### src/rtl/irqc_pkg.sv
package irqc_pkg;
  typedef enum logic [2:0] {
    OP_MASK_WR    = 3'd0,
    OP_MASK_BLOCK = 3'd1,
    OP_MASK_ALLOW = 3'd2,
    OP_TIMER_LD   = 3'd3,
    OP_GEN_WR     = 3'd4,
    OP_ACK        = 3'd5,
    OP_RET        = 3'd6,
    OP_NOP        = 3'd7
  } irqc_op_e;
endpackage

### src/rtl/irqc_edge.sv
module irqc_edge #(
  parameter int N_LINES = 32
) (
  input  logic               clk_i,
  input  logic               rst_ni,
  input  logic [N_LINES-1:0] src_i,
  output logic [N_LINES-1:0] rise_o
);
  logic [N_LINES-1:0] prev_q;

  for (genvar g = 0; g < N_LINES; g++) begin : g_line
    always_ff @(posedge clk_i or negedge rst_ni) begin
      if (!rst_ni) prev_q[g] <= 1'b0;
      else         prev_q[g] <= src_i[g];
    end
    assign rise_o[g] = src_i[g] & ~prev_q[g];
  end
endmodule

### src/rtl/irqc_timer.sv
module irqc_timer #(
  parameter int TIMER_W = 32
) (
  input  logic               clk_i,
  input  logic               rst_ni,
  input  logic               ld_i,
  input  logic [TIMER_W-1:0] ld_val_i,
  output logic [TIMER_W-1:0] cnt_o,
  output logic               fire_o
);
  logic [TIMER_W-1:0] cnt_q;

  // fires on the edge the count goes 1 -> 0; a load overrides
  assign fire_o = (cnt_q == TIMER_W'(1)) && !ld_i;
  assign cnt_o  = cnt_q;

  always_ff @(posedge clk_i or negedge rst_ni) begin
    if (!rst_ni)            cnt_q <= '0;
    else if (ld_i)          cnt_q <= ld_val_i;
    else if (cnt_q != '0)   cnt_q <= cnt_q - TIMER_W'(1);
  end
endmodule

### src/rtl/irqc_ctl.sv
module irqc_ctl #(
  parameter int N_LINES = 32,
  localparam int IDX_W  = $clog2(N_LINES)
) (
  input  logic               clk_i,
  input  logic               rst_ni,
  input  logic [N_LINES-1:0] set_i,
  input  logic               mask_wr_i,
  input  logic               mask_blk_i,
  input  logic               mask_alw_i,
  input  logic               gen_wr_i,
  input  logic               ack_i,
  input  logic               ret_i,
  input  logic [N_LINES-1:0] data_i,
  input  logic [IDX_W-1:0]   idx_i,
  input  logic               gen_val_i,
  output logic [N_LINES-1:0] pend_o,
  output logic [N_LINES-1:0] mask_o,
  output logic               gen_en_o,
  output logic               active_o
);
  logic [N_LINES-1:0] pend_q, mask_q, ack_clr;
  logic               gen_q, act_q;

  assign ack_clr = ack_i ? data_i : '0;

  always_ff @(posedge clk_i or negedge rst_ni) begin
    if (!rst_ni) begin
      pend_q <= '0;
      mask_q <= '1;
      gen_q  <= 1'b0;
      act_q  <= 1'b0;
    end else begin
      // new edge wins over a simultaneous acknowledge
      pend_q <= (pend_q & ~ack_clr) | set_i;
      if (mask_wr_i)       mask_q        <= data_i;
      else if (mask_blk_i) mask_q[idx_i] <= 1'b1;
      else if (mask_alw_i) mask_q[idx_i] <= 1'b0;
      if (gen_wr_i) gen_q <= gen_val_i;
      if (ack_i)      act_q <= 1'b1;
      else if (ret_i) act_q <= 1'b0;
    end
  end

  assign pend_o   = pend_q;
  assign mask_o   = mask_q;
  assign gen_en_o = gen_q;
  assign active_o = act_q;
endmodule

### src/rtl/irqc_top.sv
module irqc_top
  import irqc_pkg::*;
#(
  parameter int N_LINES = 32,
  parameter int TIMER_W = 32
) (
  input  logic               clk_i,
  input  logic               rst_ni,
  input  logic [N_LINES-1:0] irq_i,
  input  logic               wr_en_i,
  input  logic [2:0]         wr_op_i,
  input  logic [N_LINES-1:0] wr_data_i,
  output logic               irq_req_o,
  output logic [N_LINES-1:0] irq_vec_o,
  output logic [N_LINES-1:0] mask_o,
  output logic [TIMER_W-1:0] timer_o,
  output logic               active_o
);
  localparam int IDX_W = $clog2(N_LINES);
  localparam logic [N_LINES-1:0] EXT_LINES = ~N_LINES'(1);

  irqc_op_e           op;
  logic [N_LINES-1:0] rise, set_vec, pend_q, mask_q;
  logic               fire, gen_en_q, active_q;
  logic               s_mwr, s_mblk, s_malw, s_tld, s_gen, s_ack, s_ret;

  assign op     = irqc_op_e'(wr_op_i);
  assign s_mwr  = wr_en_i && (op == OP_MASK_WR);
  assign s_mblk = wr_en_i && (op == OP_MASK_BLOCK);
  assign s_malw = wr_en_i && (op == OP_MASK_ALLOW);
  assign s_tld  = wr_en_i && (op == OP_TIMER_LD);
  assign s_gen  = wr_en_i && (op == OP_GEN_WR);
  assign s_ack  = wr_en_i && (op == OP_ACK);
  assign s_ret  = wr_en_i && (op == OP_RET);

  irqc_edge #(.N_LINES(N_LINES)) u_edge (
    .clk_i (clk_i),
    .rst_ni(rst_ni),
    .src_i (irq_i),
    .rise_o(rise)
  );

  irqc_timer #(.TIMER_W(TIMER_W)) u_timer (
    .clk_i   (clk_i),
    .rst_ni  (rst_ni),
    .ld_i    (s_tld),
    .ld_val_i(TIMER_W'(wr_data_i)),
    .cnt_o   (timer_o),
    .fire_o  (fire)
  );

  // line 0 belongs to the timer; external bit 0 is discarded
  assign set_vec = (rise & EXT_LINES) | {{(N_LINES-1){1'b0}}, fire};

  irqc_ctl #(.N_LINES(N_LINES)) u_ctl (
    .clk_i     (clk_i),
    .rst_ni    (rst_ni),
    .set_i     (set_vec),
    .mask_wr_i (s_mwr),
    .mask_blk_i(s_mblk),
    .mask_alw_i(s_malw),
    .gen_wr_i  (s_gen),
    .ack_i     (s_ack),
    .ret_i     (s_ret),
    .data_i    (wr_data_i),
    .idx_i     (wr_data_i[IDX_W-1:0]),
    .gen_val_i (wr_data_i[0]),
    .pend_o    (pend_q),
    .mask_o    (mask_q),
    .gen_en_o  (gen_en_q),
    .active_o  (active_q)
  );

  assign irq_vec_o = pend_q & ~mask_q;
  assign irq_req_o = gen_en_q && !active_q && (|irq_vec_o);
  assign mask_o    = mask_q;
  assign active_o  = active_q;
endmodule

### config.mk
export PLATFORM = sky130hd
export DESIGN_NAME = irqc_top
export DESIGN_NICKNAME = d
export VERILOG_FILES = /design/src/rtl/irqc_pkg.sv /design/src/rtl/irqc_edge.sv /design/src/rtl/irqc_timer.sv /design/src/rtl/irqc_ctl.sv /design/src/rtl/irqc_top.sv
export SDC_FILE = /design/constraint.sdc
export NUM_CORES = 1
export LEC_CHECK = 0
export ABC_AREA = 0
export CAP_MARGIN = 30
export CORE_MARGIN = 5
export CORE_UTILIZATION = 52
export DETAILED_ROUTE_END_ITERATION = 10
export GPL_ROUTABILITY_DRIVEN = 0
export PLACE_DENSITY = 0.89
export SYNTH_ARGS = -nofsm -noshare
export SYNTH_HDL_FRONTEND = slang
export SYNTH_SLANG_ARGS = --single-unit
### constraint.sdc
create_clock -name clk_i -period 6.2 [get_ports clk_i]
set_input_delay 1.24 -clock clk_i [delete_from_list [all_inputs] [get_ports clk_i]]
set_output_delay 1.24 -clock clk_i [all_outputs]
set_load 0.05 [all_outputs]
-- Word level (Yosys, flattened, before mapping)
Index checks and enable logic that the tools add are counted.
- $add $sub $neg: 1
- $mul: 0
- divide/modulo/power cells: 0
- order comparisons: 2
- equality and inequality tests: 7
- shift-type cells: 0
- muxes and demuxes: 10
- bitwise operators: 71
- reductions and logical operators: 19
- operators by type and width (operator ; count):
    32-bit two-way mux ; 6
    32-bit AND ; 3
    32-bit inverter ; 3
    32-bit OR ; 2
    32-bit by 1-bit == test with 1-bit output, second input constant ; 1
    32-bit by 1-bit OR with 32-bit output ; 1
    32-bit nonzero test ; 1
    32-bit OR reduction ; 1
    32-bit by 1-bit subtractor with 32-bit output, second input constant ; 1
    1-bit AND ; 31
    1-bit inverter ; 31
    1-bit logical AND ; 11
    3-bit == test, second input constant ; 3
    3-bit by 2-bit == test with 1-bit output, second input constant ; 2
    5-bit by 6-bit less-than comparator with 1-bit output, second input constant ; 1
    1-bit demux with 5-bit select ; 1
    5-bit by 1-bit >= comparator with 1-bit output, second input constant ; 1
    2-bit nonzero test ; 2
    3-bit by 1-bit == test with 1-bit output, second input constant ; 1
    3-bit logical NOT ; 1
    1-bit two-way mux ; 3
    3-bit nonzero test ; 1
    1-bit logical NOT ; 2
- register bits after elaboration: 129
- latch bits: 0
- memory bits (writable): 0
- bits in read-only memories: 0
- input bits: 70
- output and inout bits: 98
- logic and storage cells: 146
- memories: 0

-- Longest topological paths before layout
- depth in word-level cells: 9
- depth in mapped cells: 7
- depth with buffers taken out: 6

-- Cells and area by module
Synthesis repeated with hierarchy kept, for this count alone.
- cells, all modules: 639
- area, all modules: 6851.6 um^2
- by module, submodules not included (module ; times used ; cells an instance ; area each (um^2) ; seq. area each (um^2)):
    irqc_ctl ; 1 ; 306 ; 3169.3 ; 1691.6
    irqc_timer ; 1 ; 213 ; 1965.6 ; 800.8
    irqc_edge ; 1 ; 64 ; 1241.2 ; 800.8
    irqc_top ; 1 ; 56 ; 475.5 ; 0.0

-- Worst setup path after synthesis
No wires, ideal clock.
- path type: register -> output
- start point: register (tool-made name)
- end point: output irq_req_o
- arrival: 2.682 ns
- required time: 4.960 ns
- slack: 2.278 ns
- cell stages (with the launch flop): 6
- buffers on the path: 0
- cells stage by stage: dfstp_2 -> nor2b_1 -> nor4_1 -> nand4_1 -> nor2_1 -> nor3b_1
- RTL lines (item ; line ; text):
    to (decl) ; irqc_top.sv:13 ; output logic irq_req_o,

==> flow_summary.ini <==
[timing]
grt_setup_unrepaired = false
setup_tns_ns = 0
finalHoldViolCount = 0
min_period_ns = 4.075
max_clock_freq_ghz = 0.2454
setup_viol_count_final = 0
final_max_slew_viol_count = 0
finClkSkew_ns = 0.005954
slew-limit-headroom_pct = 32.46
tightest_slew_ns = 1.013
post-route-period-util_pct = 65.72

[clocking]
cts_setup_buffers = 0
path_clk_slew_ns = 0.05
ctsHoldBuffers = 0
cts.sinks = 129
cts_buffer_depth = 2
cts_made_buffers = 17
cts-root-buf = clkbuf_16
clk_latency_ns = 0.42
cts_tree = built
htree_num_levels = 4
cts.repair.resized = 0

[yosys]
syn_nets = 706
avgSynthCellArea_um2 = 9.635
netlist_instances = 634
synth_cell_types = 48
synthesis.area_mm2 = 0.006108
yosys_warnings = 0
synth-seq-area-share_pct = 53.50
synth-edff-count = 0
ys.flop_type = dfrtp_1
async_flop_share_pct = 100.0
synth-seq-cells = 129

[grt]
grt_pass1_vias = 5885
grt_usage_pct = 28.74
overflow = 0
grt_pass1_wl_mm = 32.10
grt_max_degree = 74
antenna_found_initial = 0

[pwr]
power_density_mw_per_mm2 = 418.5
power.leakage_nw = 3.250
vdd_drop_max_v = 0.0003241

[placed_design]
io_buffer_count = 166
place_hpwl_mm = 14.24

[detailed_routing]
wl_per_cell_um = 21.42
dr.first_iter.drc_count = 710
wl_mm = 20.35
vias = 5881
drt-vias-per-instance = 6.191
final_antenna_net_count = 0
drc_errors = 0
drt-pass1-iter-count = 5

[floorplan]
dieArea_mm2 = 0.01401
ios = 168
start_util_pct = 53.27
core_area_mm2 = 0.01147
die_x_um = 118.4
dieHeight_um = 118.4
rows = 39

[final_layout]
final_cell_mix = 165 x clkdlybuf4s50_1, 97 x dfrtp_1, 95 x nand2_1, 46 x o21ai_0, 41 x a21oi_1
drive_gt1_share_pct = 9.294
antenna_cells = 0
ff_latch_area_mm2 = 0.003268
n_fill_cell = 775
mostFrequentLayoutCell = clkdlybuf4s50_1
multi_input_area_mm2 = 0.002611
syn_to_final_growth_pct = 38.24
nets = 866
fin_util_pct = 73.64

[worst_hold_path]
min_path_type = reg2reg

[run]
max_cap_violations = 0

[critical_path]
path_class = reg2out
cp.required_ns = 4.96
cp.arrival_ns = 2.83
cp-start-kind = flop
path_max_fanout = 3
cp-end-kind = primary output

[status]
outcome = finished, final reports clean
worst max-delay path: stages (launching register included):
cell             delay [ns]
dfstp_2                0.55
nor2b_1                0.06
nor4_1                 0.54
nand4_1                0.28
nor2_1                 0.21
nor3b_1                0.09
clkdlybuf4s50_1        0.70
worst paths after layout:
kind | start | end | slack [ns] | cells after the start
max in group asynchronous | rst_ni | u_edge.prev_q[9]$_DFF_PN0_ | 3.95 | 2
worst min-delay path | u_ctl.pend_o[23]$_DFF_PN0_ | u_ctl.pend_o[23]$_DFF_PN0_ | 0.49 | 1
worst min register to register | u_ctl.pend_o[23]$_DFF_PN0_ | u_ctl.pend_o[23]$_DFF_PN0_ | 0.49 | 1
worst max register to register | u_timer.cnt_o[9]$_DFFE_PN0P_ | u_timer.cnt_o[23]$_DFFE_PN0P_ | 3.46 | 5
worst max-delay path | flop | irq_req_o | 2.13 | 6
min in group asynchronous | rst_ni | u_ctl.pend_o[7]$_DFF_PN0_ | 0.93 | 1
per-layer routing:
metal	global-route usage (%)	routed length, um
met5	0	0
met4	10.84	493
met3	7.068	2020
met2	46.24	9970
met1	37.89	7864
report_power, final:
group,switching [W],internal (W)
Clock,0.000352,0.000599
Sequential,0.000164,0.00103
Combinational,0.000926,0.000466
Total,0.00144,0.00209
cell families (layout without fill, tap and decap cells):
| family | Yosys count | in the layout | share of synthesized area (%) |
|---|---|---|---|
| compound gates | 182 | 182 | 19.68 |
| xor+xnor | 14 | 14 | 2.007 |
| fa+ha+maj | 2 | 2 | 0.4096 |
| buf+inv | 63 | 236 | 3.892 |
| flops | 129 | 129 | 53.50 |
| mux | 4 | 4 | 0.6760 |
| simple gates | 240 | 240 | 19.83 |
cells in the mapped netlist, drive strengths merged, types with 3 or more instances:
| master | count | share of area (%) |
|---|---|---|
| dfrtp | 97 | 40 |
| nand2 | 95 | 5.8 |
| dfstp | 32 | 14 |
| o311ai | 6 | 0.86 |
| nor2b | 34 | 3.5 |
| inv | 34 | 2.1 |
| a31oi | 6 | 0.61 |
| nor2 | 31 | 1.9 |
| nand2b | 5 | 0.51 |
| nor3 | 10 | 0.90 |
| or4 | 6 | 0.80 |
| and3 | 3 | 0.31 |
| a21oi | 41 | 3.4 |
| a22o | 31 | 4.4 |
| xnor2 | 11 | 1.6 |
| o41ai | 3 | 0.43 |
| nand3 | 9 | 0.74 |
| o21ai | 47 | 3.9 |
| clkbuf | 27 | 1.7 |
| o31ai | 3 | 0.37 |
| and2 | 3 | 0.31 |
| nand4 | 4 | 0.41 |
| nor4 | 18 | 1.9 |
| mux2i | 3 | 0.49 |
| or3 | 7 | 0.72 |
| a211oi | 7 | 0.86 |
| xor2 | 3 | 0.43 |
| nand3b | 4 | 0.49 |
| o211ai | 33 | 4.1 |
| nor3b | 3 | 0.37 |
through the flow:
step / instance area [um^2] / instances / setup WS, ns / hold WS (ns) / total power (W)
finish: 8444 / 950 / 2.125 / 0.4949 / 0.003534
global route: 8444 / 950 / 2.074 / 0.5109 / 0.003659
CTS: 8444 / 950 / 2.161 / 0.4944 / 0.003537
detailed placement: 7875 / 918 / 2.303 / 0.4734 / 0.002582
global placement: 7875 / 918 / 2.482 / 0.4744 / 0.002543
floorplan: 6108 / 634 / 2.278 / 0.4343 / 0.002043
area by class of cell:
class	instances	area share [%]
Sequential cell	129	38.70
Timing Repair Buffer	170	20.00
Inverter	34	1.511
Multi-Input combinational cell	442	30.92
Clock buffer	28	6.505
Clock inverter	4	0.2371
Tap cell	143	2.119
Note: power is estimated with default switching activity, not from simulation.
